--- config.mk ---
export PLATFORM = sky130hd
export DESIGN_NAME = uart_ctl_seq
export DESIGN_NICKNAME = d
export VERILOG_FILES = /design/src/rtl/uart_ctl_pkg.sv /design/src/rtl/uart_ctl_decode.sv /design/src/rtl/uart_ctl_dir.sv /design/src/rtl/uart_ctl_flags.sv /design/src/rtl/uart_ctl_seq.sv
export SDC_FILE = /design/constraint.sdc
export NUM_CORES = 1
export LEC_CHECK = 0
export BUFFER_PORTS_ARGS = -buffer_cell sky130_fd_sc_hd__clkbuf_2
export CORE_AREA = 2 2 39 41
export CTS_CLUSTER_DIAMETER = 80
export DETAILED_ROUTE_END_ITERATION = 16
export DIE_AREA = 0 0 41 43
export HOLD_SLACK_MARGIN = 0.08
export PLACE_DENSITY_LB_ADDON = 0.1
export SETUP_SLACK_MARGIN = 0.15
export SYNTH_ARGS = -nofsm -noshare
export SYNTH_HDL_FRONTEND = slang
export SYNTH_SLANG_ARGS = --single-unit
--- constraint.sdc ---
create_clock -name clk_i -period 1.95 [get_ports clk_i]
set_input_delay 0.2925 -clock clk_i [delete_from_list [all_inputs] [get_ports clk_i]]
set_output_delay 0.2925 -clock clk_i [all_outputs]
set_load 0.03 [all_outputs]
--- src/rtl/uart_ctl_pkg.sv ---
package uart_ctl_pkg;
  typedef enum logic [1:0] {
    DIR_OFF  = 2'd0,
    DIR_RUN  = 2'd1,
    DIR_STOP = 2'd2
  } dir_state_e;

  typedef struct packed {
    logic rst;
    logic en;
    logic dis;
  } dir_cmd_t;

  localparam int unsigned NUM_DIR = 2;
  localparam int unsigned DIR_TX  = 0;
  localparam int unsigned DIR_RX  = 1;
endpackage

--- src/rtl/uart_ctl_decode.sv ---
module uart_ctl_decode
  import uart_ctl_pkg::*;
#(
  parameter int unsigned DATA_W    = 32,
  parameter int unsigned B_RX_RST  = 2,
  parameter int unsigned B_TX_RST  = 3,
  parameter int unsigned B_RX_EN   = 4,
  parameter int unsigned B_RX_DIS  = 5,
  parameter int unsigned B_TX_EN   = 6,
  parameter int unsigned B_TX_DIS  = 7,
  parameter int unsigned B_STS_CLR = 8,
  parameter int unsigned B_REQ_CLR = 12
) (
  input  logic                      wr_i,
  input  logic [DATA_W-1:0]         wdata_i,
  output dir_cmd_t [NUM_DIR-1:0]    cmd_o,
  output logic                      sts_clr_o,
  output logic                      req_clr_o
);
  always_comb begin
    cmd_o[DIR_TX].rst = wr_i & wdata_i[B_TX_RST];
    cmd_o[DIR_TX].en  = wr_i & wdata_i[B_TX_EN];
    cmd_o[DIR_TX].dis = wr_i & wdata_i[B_TX_DIS];
    cmd_o[DIR_RX].rst = wr_i & wdata_i[B_RX_RST];
    cmd_o[DIR_RX].en  = wr_i & wdata_i[B_RX_EN];
    cmd_o[DIR_RX].dis = wr_i & wdata_i[B_RX_DIS];
    sts_clr_o         = wr_i & wdata_i[B_STS_CLR];
    req_clr_o         = wr_i & wdata_i[B_REQ_CLR];
  end
endmodule

--- src/rtl/uart_ctl_dir.sv ---
module uart_ctl_dir
  import uart_ctl_pkg::*;
(
  input  logic     clk_i,
  input  logic     rst_ni,
  input  dir_cmd_t cmd_i,
  input  logic     idle_i,
  output logic     en_o,
  output logic     stopping_o,
  output logic     abort_o
);
  dir_state_e state_q, state_d;

  always_comb begin
    state_d = state_q;
    if (cmd_i.rst) begin
      state_d = DIR_OFF;
    end else if (cmd_i.dis) begin
      // disable dominates enable; drain if engine still has work
      if (state_q != DIR_OFF) state_d = idle_i ? DIR_OFF : DIR_STOP;
    end else if (cmd_i.en) begin
      state_d = DIR_RUN;
    end else if (state_q == DIR_STOP && idle_i) begin
      state_d = DIR_OFF;
    end
  end

  always_ff @(posedge clk_i or negedge rst_ni) begin
    if (!rst_ni) begin
      state_q <= DIR_OFF;
      abort_o <= 1'b0;
    end else begin
      state_q <= state_d;
      abort_o <= cmd_i.rst;
    end
  end

  assign en_o       = (state_q != DIR_OFF);
  assign stopping_o = (state_q == DIR_STOP);
endmodule

--- src/rtl/uart_ctl_flags.sv ---
module uart_ctl_flags (
  input  logic clk_i,
  input  logic rst_ni,
  input  logic sts_clr_i,
  input  logic req_clr_i,
  output logic sts_clr_o,
  output logic wake_clr_o,
  output logic cmp_rearm_o
);
  always_ff @(posedge clk_i or negedge rst_ni) begin
    if (!rst_ni) begin
      sts_clr_o   <= 1'b0;
      wake_clr_o  <= 1'b0;
      cmp_rearm_o <= 1'b0;
    end else begin
      sts_clr_o   <= sts_clr_i;
      wake_clr_o  <= req_clr_i;
      cmp_rearm_o <= req_clr_i;
    end
  end
endmodule

--- src/rtl/uart_ctl_seq.sv ---
module uart_ctl_seq
  import uart_ctl_pkg::*;
#(
  parameter int unsigned DATA_W    = 32,
  parameter int unsigned B_RX_RST  = 2,
  parameter int unsigned B_TX_RST  = 3,
  parameter int unsigned B_RX_EN   = 4,
  parameter int unsigned B_RX_DIS  = 5,
  parameter int unsigned B_TX_EN   = 6,
  parameter int unsigned B_TX_DIS  = 7,
  parameter int unsigned B_STS_CLR = 8,
  parameter int unsigned B_REQ_CLR = 12
) (
  input  logic              clk_i,
  input  logic              rst_ni,
  input  logic              wr_i,
  input  logic [DATA_W-1:0] wdata_i,
  input  logic              tx_busy_i,
  input  logic              tx_hold_i,
  input  logic              rx_busy_i,
  output logic              tx_en_o,
  output logic              rx_en_o,
  output logic              tx_stopping_o,
  output logic              rx_stopping_o,
  output logic              tx_abort_o,
  output logic              rx_abort_o,
  output logic              sts_clr_o,
  output logic              wake_clr_o,
  output logic              cmp_rearm_o
);
  dir_cmd_t [NUM_DIR-1:0] cmd;
  logic     [NUM_DIR-1:0] idle, en, stopping, abort;
  logic                   sts_clr, req_clr;

  uart_ctl_decode #(
    .DATA_W(DATA_W), .B_RX_RST(B_RX_RST), .B_TX_RST(B_TX_RST),
    .B_RX_EN(B_RX_EN), .B_RX_DIS(B_RX_DIS), .B_TX_EN(B_TX_EN),
    .B_TX_DIS(B_TX_DIS), .B_STS_CLR(B_STS_CLR), .B_REQ_CLR(B_REQ_CLR)
  ) u_decode (
    .wr_i     (wr_i),
    .wdata_i  (wdata_i),
    .cmd_o    (cmd),
    .sts_clr_o(sts_clr),
    .req_clr_o(req_clr)
  );

  // transmitter drains shifter and holding register, receiver only shifter
  assign idle[DIR_TX] = ~tx_busy_i & ~tx_hold_i;
  assign idle[DIR_RX] = ~rx_busy_i;

  for (genvar d = 0; d < NUM_DIR; d++) begin : g_dir
    uart_ctl_dir u_dir (
      .clk_i     (clk_i),
      .rst_ni    (rst_ni),
      .cmd_i     (cmd[d]),
      .idle_i    (idle[d]),
      .en_o      (en[d]),
      .stopping_o(stopping[d]),
      .abort_o   (abort[d])
    );
  end

  uart_ctl_flags u_flags (
    .clk_i      (clk_i),
    .rst_ni     (rst_ni),
    .sts_clr_i  (sts_clr),
    .req_clr_i  (req_clr),
    .sts_clr_o  (sts_clr_o),
    .wake_clr_o (wake_clr_o),
    .cmp_rearm_o(cmp_rearm_o)
  );

  assign tx_en_o       = en[DIR_TX];
  assign rx_en_o       = en[DIR_RX];
  assign tx_stopping_o = stopping[DIR_TX];
  assign rx_stopping_o = stopping[DIR_RX];
  assign tx_abort_o    = abort[DIR_TX];
  assign rx_abort_o    = abort[DIR_RX];
endmodule

==> summary.txt <==
Run status
  • Status: finished clean

Place
  • Global placer's final weighted congestion: 0.686
  • Area post-placement: 504 um2
  • Final HPWL DP: 640 um
  • Count of input and output buffers: 22

Logic synthesis
  • Sequential area share after synthesis: 0.518
  • #FFs+latches synth: 8
  • Netlist cell types: 19
  • Synthesis warning total: 0
  • Mean post-synth cell area: 9.91 um2
  • Mapped Area: 387 um2
  • Syn Nets: 77
  • Post-Syn Instances: 39

Floorplan
  • Row count: 14
  • Die width: 41 um
  • I/O pin count: 47
  • Die ar.: 1760 um2
  • Initial Util: 0.279
  • Area of the core: 1380 um2
  • Die height: 43 um

GRT
  • Vias in the first global route: 286
  • Met1 GRT Util: 0.147
  • Initial antenna violation count: 0
  • Met3 usage: 0.0471
  • All-Layer GR Usage: 0.108
  • Grt ovf: 0
  • Met2 GRT Util: 0.128
  • Largest net degree at the start of global routing: 11
  • GR peak layer: met1
  • Global-route wire length before repair: 1210 um

Layout
  • Share of post-route cells with drive strength above 1: 0.444
  • Area of the multi-input gates: 170 um2
  • Filler Cells Inserted: 152
  • Most frequent cells in the layout: clkbuf_2 (22), dfrtp_1 (8), nor2_1 (6), and2_1 (4), a21oi_1 (4)
  • Fin nets: 103
  • Final instance area: 537 um2
  • Final Util: 0.388
  • Synthesis-to-layout area growth: 38.8%
  • Register area: 200 um2
  • Commonest non-fill, non-tap cell in the layout: clkbuf_2
  • Antenna cells: 0

STA
  • Crit share post-route: 0.746
  • Fin Clk Skew: 3.71 ps
  • Worst-margin pin slew: 280 ps
  • Final Max Tran Viols: 0
  • Final min period: 1460 ps
  • Setup_tns: 0 ps
  • FMAX: 0.687 GHz
  • Worst slew margin: 0.811
  • RSZ-0062 raised after global routing: no
  • Hold Fails Final Rpt: 0
  • Setup violations, final: 0

Clocking
  • CTS H-Tree Depth: 1
  • TritonCTS clock tree: done
  • Clk slew on worst S/H paths: 50 ps
  • CTS max path bufs: 2
  • Worst skew pair latency: 240 ps
  • CTS sink cnt: 8
  • Post-CTS sizing: 0
  • Clock buffer count from CTS: 3
  • Root Buffer: clkbuf_4
  • Post-CTS setup buffers: 0

Critical path
  • Crit-path max FO: 6
  • Crit path launch: g_dir[0].u_dir.state_q[0]
  • CP Launch Type: register
  • Critical Path RT: 1660 ps
  • Setup crit end kind: output port
  • Arrival time worst endpoint: 1160 ps
  • Crit Path Category: register to output port
  • RR Startpoint: g_dir[0].u_dir.state_q[0]

Power and ir drop
  • Lkg Pwr: 0.282 nW
  • PD cells: 741 nW/um2
  • Peak supply drop: 0.215 mV

Drt
  • Average wire per standard cell: 9.99 um
  • DRC viols: 0
  • Avg Vias per Cell: 4.44
  • Remaining antenna violation count after routing: 0
  • Pre-antenna DRT Iters: 2
  • Via count: 351
  • 1st-iter DRT viols: 1
  • Routed wire length: 789 um

Min path
  • Min-delay src: wdata_i[12]
  • HP Class: input port to register

Flow run
  • Maxcap violations: 0
power by group:
group	total [mW]	internal (mW)	leakage (nW)	switching [mW]
clock	0.120	0.0700	0.0138	0.0501
sequential	0.186	0.177	0.104	0.00930
combinational	0.0913	0.0359	0.164	0.0553
total	0.398	0.283	0.282	0.115
worst paths after layout:
kind                                                  end  slack (ps)  depth (start not counted)
worst max register to register  g_dir[0].u_dir.state_q[1]         910                          2
min in group asynchronous       g_dir[1].u_dir.state_q[1]         420                          2
worst min register to register  g_dir[1].u_dir.state_q[0]         550                          2
worst min-delay path                  u_flags.cmp_rearm_o         260                          2
worst max-delay path                              tx_en_o         490                          2
max in group asynchronous       g_dir[0].u_dir.state_q[1]        1360                          2
kinds of logic (layout without fill, tap and decap cells):
| kind of cell | Yosys count | in the layout | synth area share |
|---|---|---|---|
| buffers and inverters | 3 | 27 | 0.0421 |
| AOI/OAI and AO/OA | 10 | 10 | 0.188 |
| and+or+nand+nor | 18 | 18 | 0.252 |
| DFF | 8 | 8 | 0.518 |
worst max-delay path: stages (launching register included):
cell and delay [ps]:
dfrtp_1 430, or2_2 310, clkbuf_2 180
cell usage after synthesis, drive strengths merged:
master / number / area [um2]
inv: 1 / 3.75
o21bai: 1 / 7.51
buf: 2 / 12.5
nand2b: 1 / 6.26
nor2: 6 / 22.5
a21oi: 4 / 20.0
nand2: 1 / 3.75
o211ai: 1 / 7.51
a211oi: 1 / 12.5
and2: 4 / 25.0
or2: 3 / 18.8
a21o: 1 / 7.51
nand4b: 1 / 8.76
dfrtp: 8 / 200
a32oi: 1 / 8.76
nor2b: 2 / 12.5
o311ai: 1 / 8.76
layer usage:
layer / share of wire / vias up
met2: 0.45 / 12
li1: - / 184
met1: 0.46 / 153
met4: 0.015 / 0
met3: 0.075 / 2
met5: 0 / -
sequential cells by signal, indices dropped and copies added, names as in the netlist:
name,cells
u_flags.cmp_rearm_o,1
u_flags.sts_clr_o,1
g_dir.u_dir.abort_o,2
g_dir.u_dir.state_q,4
per-stage QoR:
step           worst slack [ps]  hold slack (ps)  total power [mW]  instances
2_1_floorplan               808            -3.09             0.246         39
4_1_cts                     484              251             0.407         79
3_3_place_gp                747              150             0.281         75
3_5_place_dp                765              146             0.280         75
6_report                    494              259             0.398         79
5_1_grt                     448              262             0.430         79
area by class of cell:
| cell class | instances | area share |
|---|---|---|
| sequential | 8 | 0.373 |
| timing repair buffer | 23 | 0.224 |
| multi-input combinational | 28 | 0.317 |
| tap | 16 | 0.0373 |
| clock buffer | 3 | 0.0420 |
| inverter | 1 | 0.00699 |
timing repair:
action                                  4_1_cts  5_1_grt
endpoints found under the hold margin         8        0
hold buffers                                  1        0
endpoints found under the setup margin        0        0
Power figures use the tool's default switching activity.
